File: src/rtl/cflru_pkg.sv
package cflru_pkg;

  // Rank a slot holds after an access to the slot currently at rank pivot.
  function automatic int next_rank(int cur, int pivot, bit is_target);
    if (is_target) return 0;
    if (cur < pivot) return cur + 1;
    return cur;
  endfunction

  // True when a rank lies in the tail window of size win out of n slots.
  function automatic bit in_tail(int rank, int n, int win);
    return rank >= (n - win);
  endfunction

endpackage

File: src/rtl/cflru_lookup.sv
module cflru_lookup #(
  parameter int NUM_SLOTS = 4,
  parameter int TAG_W     = 8,
  localparam int SLOT_W   = $clog2(NUM_SLOTS)
) (
  input  logic                            clk,
  input  logic                            rst_n,
  input  logic [NUM_SLOTS-1:0]            valid_q,
  input  logic [NUM_SLOTS-1:0][TAG_W-1:0] tags_q,
  input  logic [TAG_W-1:0]                key,
  output logic                            match,
  output logic [SLOT_W-1:0]               match_slot,
  output logic                            free_any,
  output logic [SLOT_W-1:0]               free_slot
);

  logic [NUM_SLOTS-1:0] match_vec;

  generate
    for (genvar i = 0; i < NUM_SLOTS; i++) begin : g_cmp
      assign match_vec[i] = valid_q[i] && (tags_q[i] == key);
    end
  endgenerate

  always_comb begin
    match_slot = '0;
    free_slot  = '0;
    free_any   = 1'b0;
    for (int i = NUM_SLOTS - 1; i >= 0; i--) begin
      if (match_vec[i]) match_slot = SLOT_W'(i);
      if (!valid_q[i]) begin
        free_slot = SLOT_W'(i);
        free_any  = 1'b1;
      end
    end
  end

  assign match = |match_vec;

  // a tag lives in at most one valid slot
  a_r2_single_match: assert property (@(posedge clk) disable iff (!rst_n)
    $onehot0(match_vec));

endmodule

File: src/rtl/cflru_rank.sv
module cflru_rank #(
  parameter int NUM_SLOTS = 4,
  localparam int SLOT_W   = $clog2(NUM_SLOTS)
) (
  input  logic                             clk,
  input  logic                             rst_n,
  input  logic                             upd_en,
  input  logic [SLOT_W-1:0]                upd_slot,
  output logic [NUM_SLOTS-1:0][SLOT_W-1:0] rank_q
);

  logic [NUM_SLOTS-1:0][SLOT_W-1:0] rank_d;
  logic [SLOT_W-1:0]                pivot;

  assign pivot = rank_q[upd_slot];

  always_comb begin
    rank_d = rank_q;
    if (upd_en) begin
      for (int i = 0; i < NUM_SLOTS; i++) begin
        rank_d[i] = SLOT_W'(cflru_pkg::next_rank(int'(rank_q[i]), int'(pivot),
                                                  SLOT_W'(i) == upd_slot));
      end
    end
  end

  always_ff @(posedge clk or negedge rst_n) begin
    if (!rst_n) begin
      for (int i = 0; i < NUM_SLOTS; i++) rank_q[i] <= SLOT_W'(i);
    end else begin
      rank_q <= rank_d;
    end
  end

  // ranks always form a permutation, each value held by one slot
  generate
    for (genvar r = 0; r < NUM_SLOTS; r++) begin : g_perm
      logic [NUM_SLOTS-1:0] holders;
      for (genvar i = 0; i < NUM_SLOTS; i++) begin : g_h
        assign holders[i] = (rank_q[i] == SLOT_W'(r));
      end
      a_r4_rank_perm: assert property (@(posedge clk) disable iff (!rst_n)
        $countones(holders) == 1);
    end
  endgenerate

endmodule

File: src/rtl/cflru_victim.sv
module cflru_victim #(
  parameter int NUM_SLOTS = 4,
  parameter int WINDOW    = 2,
  localparam int SLOT_W   = $clog2(NUM_SLOTS)
) (
  input  logic [NUM_SLOTS-1:0][SLOT_W-1:0] rank_q,
  input  logic [NUM_SLOTS-1:0]             dirty_q,
  output logic [SLOT_W-1:0]                vic_slot,
  output logic                             vic_dirty,
  output logic                             clean_found
);

  logic [SLOT_W-1:0] best_slot;
  logic [SLOT_W-1:0] lru_slot;
  int                best_rank;

  always_comb begin
    best_slot   = '0;
    lru_slot    = '0;
    best_rank   = -1;
    clean_found = 1'b0;
    for (int i = 0; i < NUM_SLOTS; i++) begin
      if (rank_q[i] == SLOT_W'(NUM_SLOTS - 1)) lru_slot = SLOT_W'(i);
      if (cflru_pkg::in_tail(int'(rank_q[i]), NUM_SLOTS, WINDOW) && !dirty_q[i]
          && int'(rank_q[i]) > best_rank) begin
        best_rank   = int'(rank_q[i]);
        best_slot   = SLOT_W'(i);
        clean_found = 1'b1;
      end
    end
    vic_slot  = clean_found ? best_slot : lru_slot;
    vic_dirty = dirty_q[vic_slot];
  end

endmodule

File: src/rtl/cflru_evict_ctrl.sv
module cflru_evict_ctrl #(
  parameter int NUM_SLOTS = 4,
  parameter int TAG_W     = 8,
  parameter int WINDOW    = 2,
  localparam int SLOT_W   = $clog2(NUM_SLOTS)
) (
  input  logic              clk,
  input  logic              rst_n,
  input  logic              acc_valid,
  input  logic [TAG_W-1:0]  acc_tag,
  input  logic              acc_write,
  output logic              hit,
  output logic [SLOT_W-1:0] hit_slot,
  output logic [SLOT_W-1:0] acc_slot,
  output logic              evict_valid,
  output logic [SLOT_W-1:0] evict_slot,
  output logic [TAG_W-1:0]  evict_tag,
  output logic              evict_writeback
);

  logic [NUM_SLOTS-1:0]             valid_q;
  logic [NUM_SLOTS-1:0]             dirty_q;
  logic [NUM_SLOTS-1:0][TAG_W-1:0]  tags_q;
  logic [NUM_SLOTS-1:0][SLOT_W-1:0] rank_q;

  logic              look_hit;
  logic [SLOT_W-1:0] look_slot;
  logic              free_any;
  logic [SLOT_W-1:0] free_slot;
  logic [SLOT_W-1:0] vic_slot;
  logic              vic_dirty;
  logic              clean_found;
  logic [SLOT_W-1:0] tgt_slot;
  logic              buf_full;

  cflru_lookup #(.NUM_SLOTS(NUM_SLOTS), .TAG_W(TAG_W)) u_lookup (
    .clk        (clk),
    .rst_n      (rst_n),
    .valid_q    (valid_q),
    .tags_q     (tags_q),
    .key        (acc_tag),
    .match      (look_hit),
    .match_slot (look_slot),
    .free_any   (free_any),
    .free_slot  (free_slot)
  );

  cflru_rank #(.NUM_SLOTS(NUM_SLOTS)) u_rank (
    .clk      (clk),
    .rst_n    (rst_n),
    .upd_en   (acc_valid),
    .upd_slot (tgt_slot),
    .rank_q   (rank_q)
  );

  cflru_victim #(.NUM_SLOTS(NUM_SLOTS), .WINDOW(WINDOW)) u_victim (
    .rank_q      (rank_q),
    .dirty_q     (dirty_q),
    .vic_slot    (vic_slot),
    .vic_dirty   (vic_dirty),
    .clean_found (clean_found)
  );

  assign buf_full = &valid_q;
  assign tgt_slot = look_hit ? look_slot : (free_any ? free_slot : vic_slot);

  assign hit             = acc_valid && look_hit;
  assign hit_slot        = look_slot;
  assign acc_slot        = tgt_slot;
  assign evict_valid     = acc_valid && !look_hit && !free_any;
  assign evict_slot      = vic_slot;
  assign evict_tag       = tags_q[vic_slot];
  assign evict_writeback = evict_valid && vic_dirty;

  always_ff @(posedge clk or negedge rst_n) begin
    if (!rst_n) begin
      valid_q <= '0;
      dirty_q <= '0;
      tags_q  <= '0;
    end else if (acc_valid) begin
      valid_q[tgt_slot] <= 1'b1;
      tags_q[tgt_slot]  <= acc_tag;
      dirty_q[tgt_slot] <= look_hit ? (dirty_q[tgt_slot] | acc_write) : acc_write;
    end
  end

  // Observation registers for the checks below
  logic              prev_acc;
  logic              prev_wr;
  logic [SLOT_W-1:0] prev_tgt;

  always_ff @(posedge clk or negedge rst_n) begin
    if (!rst_n) begin
      prev_acc <= 1'b0;
      prev_wr  <= 1'b0;
      prev_tgt <= '0;
    end else begin
      prev_acc <= acc_valid;
      prev_wr  <= acc_write;
      prev_tgt <= tgt_slot;
    end
  end

  a_r4_mru_after_access: assert property (@(posedge clk) disable iff (!rst_n)
    prev_acc |-> rank_q[prev_tgt] == '0);

  a_r9_write_sets_dirty: assert property (@(posedge clk) disable iff (!rst_n)
    (prev_acc && prev_wr) |-> dirty_q[prev_tgt]);

  a_r5_evict_only_full: assert property (@(posedge clk) disable iff (!rst_n)
    evict_valid |-> buf_full);

  a_r3_fill_invalid: assert property (@(posedge clk) disable iff (!rst_n)
    (acc_valid && !look_hit && !buf_full) |-> !valid_q[acc_slot] && !evict_valid);

  a_r6_victim_in_window: assert property (@(posedge clk) disable iff (!rst_n)
    evict_valid |-> int'(rank_q[evict_slot]) >= NUM_SLOTS - WINDOW);

  a_r7_dirty_victim_is_lru: assert property (@(posedge clk) disable iff (!rst_n)
    (evict_valid && !clean_found) |-> rank_q[evict_slot] == SLOT_W'(NUM_SLOTS - 1));

  a_r8_wb_matches_dirty: assert property (@(posedge clk) disable iff (!rst_n)
    evict_valid |-> (evict_writeback == dirty_q[evict_slot]));

endmodule

File: config.mk
export PLATFORM = sky130hd
export DESIGN_NAME = cflru_evict_ctrl
export DESIGN_NICKNAME = d
export VERILOG_FILES = /design/src/rtl/cflru_pkg.sv /design/src/rtl/cflru_lookup.sv /design/src/rtl/cflru_rank.sv /design/src/rtl/cflru_victim.sv /design/src/rtl/cflru_evict_ctrl.sv
export SDC_FILE = /design/constraint.sdc
export NUM_CORES = 1
export LEC_CHECK = 0
export ABC_AREA = 1
export CAP_MARGIN = 20
export CORE_MARGIN = 1.5
export CORE_UTILIZATION = 50
export DETAILED_ROUTE_END_ITERATION = 6
export DONT_BUFFER_PORTS = 1
export GPL_TIMING_DRIVEN = 0
export HOLD_SLACK_MARGIN = 0.03
export PLACE_DENSITY_LB_ADDON = 0.08
export SLEW_MARGIN = 10
export SYNTH_ARGS = -nofsm -noshare
export SYNTH_HDL_FRONTEND = slang
export SYNTH_SLANG_ARGS = --single-unit
File: constraint.sdc
create_clock -name clk -period 5.8 [get_ports clk]
set_input_delay 1.45 -clock clk [delete_from_list [all_inputs] [get_ports clk]]
set_output_delay 1.45 -clock clk [all_outputs]
set_load 0.05 [all_outputs]
==> results by group <==
Floorplan
  – Initial core utilization: 52.2%
  – Die area: 7200 µm²
  – Die W: 84.9 µm
  – Die H: 84.9 µm
  – FP Rows: 29
  – Core area: 6420 µm²
  – I/O pin count: 29

Flow run
  – Max-cap violation count: 0

STA
  – Final setup vio count: 0
  – Clk_skew: 0.00774 ns
  – RSZ-0062 raised after global routing: true
  – Period utilization: 96.6%
  – Worst Tran Pin Value: 0.919 ns
  – Max Slew Vio Count: 0
  – Slew margin rel.: 38.5%
  – Min Tclk post-route: 5.60 ns
  – FMAX: 0.179 GHz
  – Fin. Hold Viols: 0

Critical path
  – Critical Path End Type: output pin
  – Crit path from: u_rank.rank_q[1]
  – Crit path launch type: register
  – CP arrival: 4.15 ns
  – Worst path max stage delay: 0.55 ns
  – Crit Path Max Fanout: 6
  – Critical path required time: 4.35 ns
  – CP max-delay cell: a22oi_2
  – CP Class: reg2out
  – Reg2reg start: u_rank.rank_q[1]
  – Setup slack, reg-to-reg: 0.63 ns

Placement
  – Dpl hpwl: 6.66 mm
  – Dpl cells: 558
  – GP Congestion: 0.874
  – Buffers added on ports: 0

Finish
  – Share of layout cells above drive strength 1: 23.8%
  – Multi-input logic area: 2040 µm²
  – Final #Nets: 541
  – Non-Filler Instances: 593
  – Layout fillers: 573
  – Number of inserted diodes: 0
  – FF/Latch Area: 1210 µm²
  – Area grow syn2layout: 22.5%

Clock network
  – Clk sinks: 48
  – TritonCTS Buffers: 5
  – CTS tree: yes
  – Clock buffer depth: 2
  – Reg clk slew, reported paths: 0.09 ns
  – CTS root buffer: clkbuf_8
  – CTS hold repair buffers: 0
  – Total number of H-tree levels: 2
  – Worst-Skew Late Latency: 0.30 ns

Synth
  – Synth Area in Simple Gates: 30.9%
  – Largest area contributor in the netlist: dfrtp_1
  – Asr flop ratio synth: 100%
  – Ys Warns: 0
  – Top FF cell, synth: dfrtp_1
  – Synth Instances: 481
  – Flops & latches, synth: 48
  – Syn Std Cell Area: 3350 µm²
  – Post-synthesis adder-cell area fraction: 5.23%
  – Mux cell area share after synthesis: 0%
  – Mapped Avg Cell Area: 6.97 µm²
  – Distinct cells, synth: 34
  – Yosys top cell area share: 32.8%
  – Complex-gate fraction of the synthesized area: 16.1%
  – EDFF count, synth: 0
  – Area contributors post-synth: dfrtp_1 (33%), nand2_1 (18%), inv_1 (5.3%)
  – Largest family of logic cells by synthesized area: simple AND/OR/NAND/NOR gates
  – Post-Syn Nets: 507
  – Xor/xnor share of the synthesized area: 2.35%
  – Sequential element share of the synthesized area: 36.0%

Worst hold path
  – Hold WC Path Type: reg2reg
  – Hold_sp: valid_q[2]

GRT
  – Vias in the first global route: 3312
  – Pin count of the biggest net entering global routing: 49
  – Total GRT Usage: 29.0%
  – First-pass GRT wire length: 16.1 mm
  – Initial antenna violation count: 0
  – GRT Residual Overflow: 0

Route
  – First-pass detailed-route iteration total: 6
  – Routed via count: 3244
  – Routed wire per std cell: 16.8 µm
  – DRT antenna net count: 0
  – DRC violations left: 2
  – Vias per cell: 5.47
  – Iter 0 DRT Violations: 186
  – Total wire length: 9.95 mm

Outcome
  – Failing checks: design-rule violations
  – Run status: finished with violations
-- final cells by class --
cell class	count	area share, %
Buffer	14	3.99
Clock buffer	6	1.77
Clock inverter	2	0.853
Inverter	60	5.79
Multi-Input combinational cell	359	49.7
Sequential cell	48	29.4
Tap cell	77	2.35
Timing Repair Buffer	27	6.10
-- state kept, by name, indices dropped and copies added (netlist names) --
name and count:
dirty_q 4, tags_q 32, u_rank.rank_q 8, valid_q 4
-- layout by cell type (no fill, tap or decap), types with 3 or more instances in the layout --
cell / instances
a21oi_1: 19
a21oi_2: 4
a22oi_2: 8
buf_2: 7
buf_4: 21
buf_6: 5
clkbuf_16: 3
clkbuf_8: 7
dfrtp_1: 43
dfstp_2: 4
ha_1: 11
ha_4: 3
inv_1: 44
inv_2: 11
inv_4: 3
nand2_1: 149
nand2_2: 9
nand2_4: 6
nand3_1: 29
nand4_1: 3
nor2_1: 27
nor2_4: 7
nor3_1: 4
o21ai_0: 30
o21ai_1: 15
o21ai_2: 11
o22ai_1: 3
xnor2_1: 5
xor2_1: 4
-- metal layers --
layer,share of wire [%],GRT usage (%),up-vias
met1,41,35.8,1506
met5,0,0,-
met3,5.2,4.67,31
met2,50,50.2,90
met4,3.5,13.1,0
li1,-,-,1617
-- final timing paths --
check                                    to  depth (start not counted)
max                            evict_tag[6]                         28
min                              valid_q[2]                          2
max reg2reg                u_rank.rank_q[1]                         37
min reg2reg                      valid_q[2]                          2
max in group asynchronous  u_rank.rank_q[2]                          0
min in group asynchronous        tags_q[22]                          0
-- synth_stat cells (4+ instances only) --
master	count
inv_2	8
nand2_1	158
a22oi_1	8
ha_1	14
a21oi_1	23
buf_2	8
nand2_2	4
xor2_1	4
nand3_1	31
xnor2_1	5
o21ai_1	12
nor3_1	4
inv_1	47
nor2_1	32
dfstp_2	4
o21ai_2	9
dfrtp_1	44
o21ai_0	35
-- timing repair --
action                                  in CTS  in global routing
gates cloned                                 3                  0
buffers inserted                            24                  3
pin swaps                                   23                 28
endpoints found under the setup margin      11                 18
resized for setup                           49                 24
-- stage by stage --
stage | hold slack (ns) | TNS [ns] | instance area [µm²] | setup WS (ns) | util, %
3_5_place_dp | 0.488 | -5.43 | 3490 | -0.771 | 54.3
3_3_place_gp | 0.464 | -4.32 | 3490 | -0.645 | 54.3
4_1_cts | 0.515 | 0 | 4030 | 0.0230 | 62.7
2_1_floorplan | 0.449 | 0 | 3390 | 0.0107 | -
6_report | 0.523 | 0 | 4110 | 0.198 | 63.9
5_1_grt | 0.542 | -0.146 | 4110 | -0.0354 | 63.9
-- logic make-up after synthesis --
group	after synthesis
buf+inv	74
fa+ha+maj	14
compound gates	94
simple gates	242
flops	48
xor+xnor	9
-- critical path: cells and delay by family, from the launching register on --
family | cells | cell delay, ns
AOI/OAI and AO/OA | 4 | 0.83
adders and majority gates | 3 | 0.73
buffers and inverters | 4 | 0.52
DFF | 1 | 0.43
and+or+nand+nor | 17 | 1.34
Power is not shown: default switching activity piles up to over one toggle a cycle in this logic, so the estimate is an artifact.
